===== config.mk =====
export PLATFORM = sky130hd
export DESIGN_NAME = ssi_slave_tx
export DESIGN_NICKNAME = d
export VERILOG_FILES = /design/src/rtl/ssi_pkg.sv /design/src/rtl/ssi_edge_sync.sv /design/src/rtl/ssi_monoflop.sv /design/src/rtl/ssi_frame_shifter.sv /design/src/rtl/ssi_slave_tx.sv
export SDC_FILE = /design/constraint.sdc
export NUM_CORES = 1
export LEC_CHECK = 0
export BUFFER_PORTS_ARGS = -buffer_cell sky130_fd_sc_hd__clkbuf_2
export CAP_MARGIN = 40
export CORE_MARGIN = 2
export CORE_UTILIZATION = 46
export DETAILED_ROUTE_END_ITERATION = 8
export SYNTH_ARGS = -nofsm -noshare
export SYNTH_HDL_FRONTEND = slang
export SYNTH_HIERARCHICAL = 1
export SYNTH_SLANG_ARGS = --single-unit

===== constraint.sdc =====
create_clock -name clk -period 2.7 [get_ports clk]
set_clock_uncertainty 0.1 [all_clocks]
set_input_delay 0.54 -clock clk [delete_from_list [all_inputs] [get_ports clk]]
set_output_delay 0.54 -clock clk [all_outputs]
set_load 0.01 [all_outputs]

===== src/rtl/ssi_pkg.sv =====
package ssi_pkg;

  // Read-cycle state of the transmitter
  typedef enum logic {
    ST_REST   = 1'b0,
    ST_ACTIVE = 1'b1
  } ssi_state_e;

  // Counter width able to hold values 0..max_val
  function automatic int cnt_width(input int max_val);
    int w;
    w = 1;
    while ((1 << w) <= max_val) w++;
    return w;
  endfunction

endpackage


===== src/rtl/ssi_edge_sync.sv =====
module ssi_edge_sync #(
  parameter int STAGES = 2
) (
  input  logic clk,
  input  logic rst_n,
  input  logic line_i,
  output logic level_o,
  output logic rise_o,
  output logic fall_o
);

  logic [STAGES-1:0] sync_q;
  logic              prev_q;

  // Chain resets to 1, the resting level of the serial clock
  always_ff @(posedge clk or negedge rst_n) begin
    if (!rst_n) begin
      sync_q <= '1;
      prev_q <= 1'b1;
    end else begin
      sync_q <= {sync_q[STAGES-2:0], line_i};
      prev_q <= sync_q[STAGES-1];
    end
  end

  assign level_o = sync_q[STAGES-1];
  assign rise_o  = level_o & ~prev_q;
  assign fall_o  = ~level_o & prev_q;

  // an edge pulse lasts exactly one system cycle
  a_r8_edge_single: assert property (@(posedge clk) disable iff (!rst_n)
    rise_o |=> !rise_o);

  // rising and falling pulses never coincide
  a_r8_edge_excl: assert property (@(posedge clk) disable iff (!rst_n)
    !(rise_o && fall_o));

endmodule


===== src/rtl/ssi_monoflop.sv =====
module ssi_monoflop #(
  parameter int TIMEOUT = 200
) (
  input  logic clk,
  input  logic rst_n,
  input  logic restart_i,
  output logic expired_o
);
  import ssi_pkg::*;

  localparam int CW = cnt_width(TIMEOUT);

  logic [CW-1:0] cnt_q;

  always_ff @(posedge clk or negedge rst_n) begin
    if (!rst_n) begin
      cnt_q <= '0;
    end else if (restart_i) begin
      cnt_q <= CW'(TIMEOUT);
    end else if (cnt_q != '0) begin
      cnt_q <= cnt_q - 1'b1;
    end
  end

  assign expired_o = (cnt_q == '0);

  // every serial edge reloads the full timeout
  a_r9_reload: assert property (@(posedge clk) disable iff (!rst_n)
    restart_i |=> (cnt_q == CW'(TIMEOUT)));

  // without an edge the count only moves down by one
  a_r9_count_down: assert property (@(posedge clk) disable iff (!rst_n)
    (!restart_i && cnt_q != '0) |=> (cnt_q == $past(cnt_q) - 1'b1));

endmodule


===== src/rtl/ssi_frame_shifter.sv =====
module ssi_frame_shifter #(
  parameter int N      = 16,
  parameter bit ERR_EN = 1'b1
) (
  input  logic         clk,
  input  logic         rst_n,
  input  logic [N-1:0] pos_i,
  input  logic         err_i,
  input  logic         pos_valid_i,
  output logic         pos_ready_o,
  input  logic         rise_i,
  input  logic         fall_i,
  input  logic         timeout_i,
  output logic         active_o,
  output logic         dout_o
);
  import ssi_pkg::*;

  localparam int BW = cnt_width(N);

  ssi_state_e   state_q;
  logic [N-1:0] hold_q;
  logic         hold_err_q;
  logic [N-1:0] frozen_q;
  logic         frozen_err_q;
  logic [N-1:0] work_q;
  logic [BW-1:0] sent_q;
  logic         dout_q;
  logic         trail_bit;

  generate
    if (ERR_EN) begin : g_flag
      assign trail_bit = frozen_err_q;
    end else begin : g_noflag
      assign trail_bit = 1'b0;
    end
  endgenerate

  always_ff @(posedge clk or negedge rst_n) begin
    if (!rst_n) begin
      state_q      <= ST_REST;
      hold_q       <= '0;
      hold_err_q   <= 1'b0;
      frozen_q     <= '0;
      frozen_err_q <= 1'b0;
      work_q       <= '0;
      sent_q       <= '0;
      dout_q       <= 1'b1;
    end else begin
      case (state_q)
        ST_REST: begin
          dout_q <= 1'b1;
          if (pos_valid_i) begin
            hold_q     <= pos_i;
            hold_err_q <= err_i;
          end
          if (fall_i) begin
            frozen_q     <= hold_q;
            frozen_err_q <= hold_err_q;
            work_q       <= hold_q;
            sent_q       <= '0;
            state_q      <= ST_ACTIVE;
          end
        end
        default: begin
          if (timeout_i) begin
            state_q <= ST_REST;
            dout_q  <= 1'b1;
          end else if (rise_i) begin
            if (sent_q == BW'(N)) begin
              // trailing bit, then rearm the same word for a repeat pass
              dout_q <= trail_bit;
              work_q <= frozen_q;
              sent_q <= '0;
            end else begin
              dout_q <= work_q[N-1];
              work_q <= work_q << 1;
              sent_q <= sent_q + 1'b1;
            end
          end
        end
      endcase
    end
  end

  assign pos_ready_o = (state_q == ST_REST);
  assign active_o    = (state_q == ST_ACTIVE);
  assign dout_o      = dout_q;

  // the frozen word never changes during a read
  a_r3_frozen_stable: assert property (@(posedge clk) disable iff (!rst_n)
    (active_o && $past(active_o)) |-> $stable(frozen_q));

  // the holding register is locked while a read runs
  a_r3_hold_locked: assert property (@(posedge clk) disable iff (!rst_n)
    (active_o && $past(active_o)) |-> $stable(hold_q));

  // the pass position never exceeds N
  a_r5_sent_range: assert property (@(posedge clk) disable iff (!rst_n)
    sent_q <= BW'(N));

  // a fall while resting starts a read with the line still high
  a_r3_start_high: assert property (@(posedge clk) disable iff (!rst_n)
    (!active_o && fall_i) |=> (active_o && dout_o));

endmodule


===== src/rtl/ssi_slave_tx.sv =====
module ssi_slave_tx #(
  parameter int N       = 16,
  parameter int TIMEOUT = 200,
  parameter bit ERR_EN  = 1'b1
) (
  input  logic         clk,
  input  logic         rst_n,
  input  logic         sclk_i,
  input  logic [N-1:0] pos_data_i,
  input  logic         pos_err_i,
  input  logic         pos_valid_i,
  output logic         pos_ready_o,
  output logic         sdata_o
);

  logic sclk_level;
  logic sclk_rise;
  logic sclk_fall;
  logic mono_expired;
  logic active;
  logic expire;

  ssi_edge_sync #(.STAGES(2)) u_sync (
    .clk     (clk),
    .rst_n   (rst_n),
    .line_i  (sclk_i),
    .level_o (sclk_level),
    .rise_o  (sclk_rise),
    .fall_o  (sclk_fall)
  );

  ssi_monoflop #(.TIMEOUT(TIMEOUT)) u_mono (
    .clk       (clk),
    .rst_n     (rst_n),
    .restart_i (sclk_rise | sclk_fall),
    .expired_o (mono_expired)
  );

  // Only a long high phase ends a read
  assign expire = active & sclk_level & mono_expired & ~sclk_rise & ~sclk_fall;

  ssi_frame_shifter #(.N(N), .ERR_EN(ERR_EN)) u_shift (
    .clk         (clk),
    .rst_n       (rst_n),
    .pos_i       (pos_data_i),
    .err_i       (pos_err_i),
    .pos_valid_i (pos_valid_i),
    .pos_ready_o (pos_ready_o),
    .rise_i      (sclk_rise),
    .fall_i      (sclk_fall),
    .timeout_i   (expire),
    .active_o    (active),
    .dout_o      (sdata_o)
  );

  // a resting transmitter holds the line high
  a_r7_rest_high: assert property (@(posedge clk) disable iff (!rst_n)
    !active |-> sdata_o);

  // a timeout returns the block to rest and reopens the stream
  a_r7_timeout_rest: assert property (@(posedge clk) disable iff (!rst_n)
    expire |=> (pos_ready_o && sdata_o));

  // the line moves only after a rising edge or a timeout
  a_r8_line_quiet: assert property (@(posedge clk) disable iff (!rst_n)
    !(sclk_rise || expire) |=> $stable(sdata_o));

  // ready is never low while resting
  a_r2_ready_rest: assert property (@(posedge clk) disable iff (!rst_n)
    !active |-> pos_ready_o);

endmodule


==> out/metrics.yaml <==
power:
  comb_power_share_pct: 20.3
  swShare_pct: 28.0
  pwr-share-seq_pct: 47.0
  power.share.clock_pct: 32.8
  switchingPower_w: 0.00104
  ir_drop_mv: 0.477
  leakagePower_nw: 1.61
  power.internal_w: 0.00267
  power_density_nw_per_um2: 1020
grt:
  grt_max_degree: 39
  grt_util_all_layers_pct: 18.7
  grt_pass1_wl_mm: 11.0
  antenna_found_initial: 0
  grt.overflow.total: 0
  grt_pass1_vias: 2389
layout:
  finalInstanceArea_um2: 3610
  final_nets: 359
  antennaDiodeCount: 0
  fin_cells: 420
  drive_gt1_share_pct: 23.2
  area_growth_syn_to_layout_pct: 15.3
drt:
  drt_iter0_drc: 150
  wl_per_cell_um: 14.9
  routed_via_density: 5.61
  vias: 2356
  final_antenna_net_count: 0
  wl_mm: 6.24
  dr.pass1.iters: 4
  drcViolationCount: 0
worst_setup_path:
  reg2reg_to: "u_shift/work_q[2]$_DFFE_PN0P_"
  reg2reg_slack_ps: 250
  cp_max_fo: 13
  cp-end-kind: "register"
  worstSetupStartpointType: "register"
  crit_type: "register to register"
  cp.required_ps: 2820
  worstReg2RegStart: "u_mono/cnt_q[0]$_DFFE_PN0P_"
  rr_worst_depth: 10
  worstPathArrival_ps: 2570
yosys:
  syn_area_per_cell_um2: 9.95
  netlist_instances: 315
  ys_warn_count: 6
  seq_area_frac_synth_pct: 54.5
  ys_types: 45
  synth-main-ff-cell: "dfrtp_1"
  ys_seq_elements: 68
  synth_edf_count: 0
  syn-num-nets: 339
  async_reset_ff_share_pct: 100
  syn_area_um2: 3130
clock_network:
  ctsHtreeMaxLevel: 3
  numCtsBuffers: 9
  post-cts-setup-buffers: 0
  cts_max_path_buffers: 2
  cts_root_buffer: "clkbuf_8"
  path_clk_slew_ps: 70
  cts.sink_count: 68
  clock_latency_ps: 340
  cts_tree: "done"
timing:
  slew_viol_final: 0
  rsz0062_at_grt: "no"
  maxSlewHeadroom_pct: 51.3
  whs_ps: 135
  max_freq_mhz: 409
  setup_violations: 0
  hold_violations: 0
  fin_crit_ps: 2450
  fin_tns_setup_ps: 0
  worst_pin_slew_ps: 731
  fin_crit_sh_pct: 90.7
place:
  portBuffers: 22
  gp_congestion: 0.853
  hpwl_mm: 3.91
  placed_area_um2: 3320
  dp.cells: 404
die:
  io_pins: 23
  die-area_um2: 7490
  die_w_um: 86.5
  rows: 30
  fp.dieH_um: 86.5
  start_util_pct: 46.9
  coreArea_um2: 6680
flow_run:
  maxCapViolCount: 0
run_status:
  outcome: "finished, final reports clean"
worst_hold_path:
  hp-class: "input port to asynchronous set/reset pin"
## registers in the layout (all words and copies together), names as in the netlist
signal	count
u_shift/frozen_q	16
u_shift/dout_o	1
u_shift/work_q	16
u_sync/sync_q	2
u_shift/sent_q	5
u_shift/active_o	1
u_shift/frozen_err_q	1
u_shift/hold_q	16
u_sync/prev_q	1
u_shift/hold_err_q	1
u_mono/cnt_q	8
## worst max-delay path: stages, from the launching register on
cell and delay [ps]:
dfrtp_1 390, inv_1 80, ha_1 200, or3b_2 510, nor2_2 150, nand3_1 100, nor2_2 120, and3b_1 270
buf_4 210, nor3_1 150, a31oi_1 60
## per-layer routing
layer | global-route usage (%) | part of all wire, % | wire [um]
met5 | 0 | 0 | 0
met4 | 6.53 | 0.98 | 61
met3 | 4.95 | 2.8 | 177
met2 | 30.7 | 49 | 3040
met1 | 24.0 | 47 | 2960
## worst max path at each step
stage                                           to  cells after the start  slack, ps                         from
global route         u_shift/work_q[2]$_DFFE_PN0P_                     10         40  u_mono/cnt_q[0]$_DFFE_PN0P_
CTS                  u_shift/work_q[3]$_DFFE_PN0P_                     10        190  u_mono/cnt_q[0]$_DFFE_PN0P_
global placement     u_shift/work_q[7]$_DFFE_PN0P_                     10        290  u_mono/cnt_q[0]$_DFFE_PN0P_
detailed placement   u_shift/work_q[1]$_DFFE_PN0P_                     10        210  u_mono/cnt_q[0]$_DFFE_PN0P_
finish               u_shift/work_q[2]$_DFFE_PN0P_                     10        250  u_mono/cnt_q[0]$_DFFE_PN0P_
floorplan           u_shift/work_q[14]$_DFFE_PN0P_                     10        390  u_mono/cnt_q[0]$_DFFE_PN0P_
## layout by cell type (no fill, tap or decap), types with 3 or more instances in the layout
cell type,netlist,final
buf_4,0,10
clkbuf_2,0,21
nor2b_1,4,3
dfrtp_1,64,64
inv_1,7,7
dfstp_2,4,4
a31oi_1,17,17
a21oi_1,6,6
bufinv_16,0,5
nor2_1,4,3
or4_1,3,3
ha_1,3,3
clkbuf_8,0,10
nand3_1,35,35
o21ai_0,18,18
nor3_1,19,19
mux2_2,17,17
nand2_1,58,58
## logic make-up after synthesis
kind of cell	after synthesis	synth area share, %
and+or+nand+nor	143	23.2
adders and majority gates	3	1.20
buffers and inverters	30	4.23
muxes	20	7.11
DFF	68	54.5
AOI/OAI and AO/OA	51	9.86
## cell type report
cell class / instances / area (um2)
flip-flops and latches: 68 / 1710
inverters: 7 / 26.3
well taps: 80 / 100
multi-input cells: 217 / 1300
fillers: 611 / 3070
clock buffers: 10 / 138
clock inverters: 6 / 159
repair buffers: 32 / 185
## stage by stage
step / power, W / util (%) / worst slack, ps
floorplan: 0.00228 / - / 387
global placement: 0.00248 / 49.6 / 292
detailed placement: 0.00252 / 49.6 / 213
CTS: 0.00374 / 54.1 / 189
global route: 0.00395 / 54.1 / 42.0
finish: 0.00370 / 54.1 / 252
## power by group through the flow
stage | logic [W] | registers (W) | clock network, W
3_5_place_dp | 0.000759 | 0.00176 | 0
6_report | 0.000751 | 0.00174 | 0.00121
4_1_cts | 0.000761 | 0.00174 | 0.00124
5_1_grt | 0.000857 | 0.00181 | 0.00129
2_1_floorplan | 0.000607 | 0.00168 | 0
3_3_place_gp | 0.000728 | 0.00175 | 0
## synthesized netlist by cell type, types with 2 or more instances
| master | count | area share [%] |
|---|---|---|
| dfrtp_1 | 64 | 51 |
| nand2_1 | 58 | 6.9 |
| nand3_1 | 35 | 5.6 |
| nor3_1 | 19 | 3.0 |
| o21ai_0 | 18 | 2.9 |
| a31oi_1 | 17 | 3.4 |
| mux2_2 | 17 | 6.1 |
| clkbuf_1 | 11 | 1.3 |
| buf_2 | 10 | 1.6 |
| inv_1 | 7 | 0.84 |
| a21oi_1 | 6 | 0.96 |
| dfstp_2 | 4 | 3.4 |
| nor2_1 | 4 | 0.48 |
| nor2b_1 | 4 | 0.80 |
| ha_1 | 3 | 1.2 |
| or4_1 | 3 | 0.72 |
| a211oi_1 | 2 | 0.48 |
| and2b_2 | 2 | 0.56 |
| mux2i_1 | 2 | 0.64 |
| nand2b_1 | 2 | 0.40 |
| nor4b_1 | 2 | 0.56 |
| o31ai_1 | 2 | 0.48 |
## what timing repair did
action,in CTS,in global routing
resized for setup,0,1
endpoints found under the setup margin,0,17
hold buffers,0,0
(Power assumes the default switching activity.)
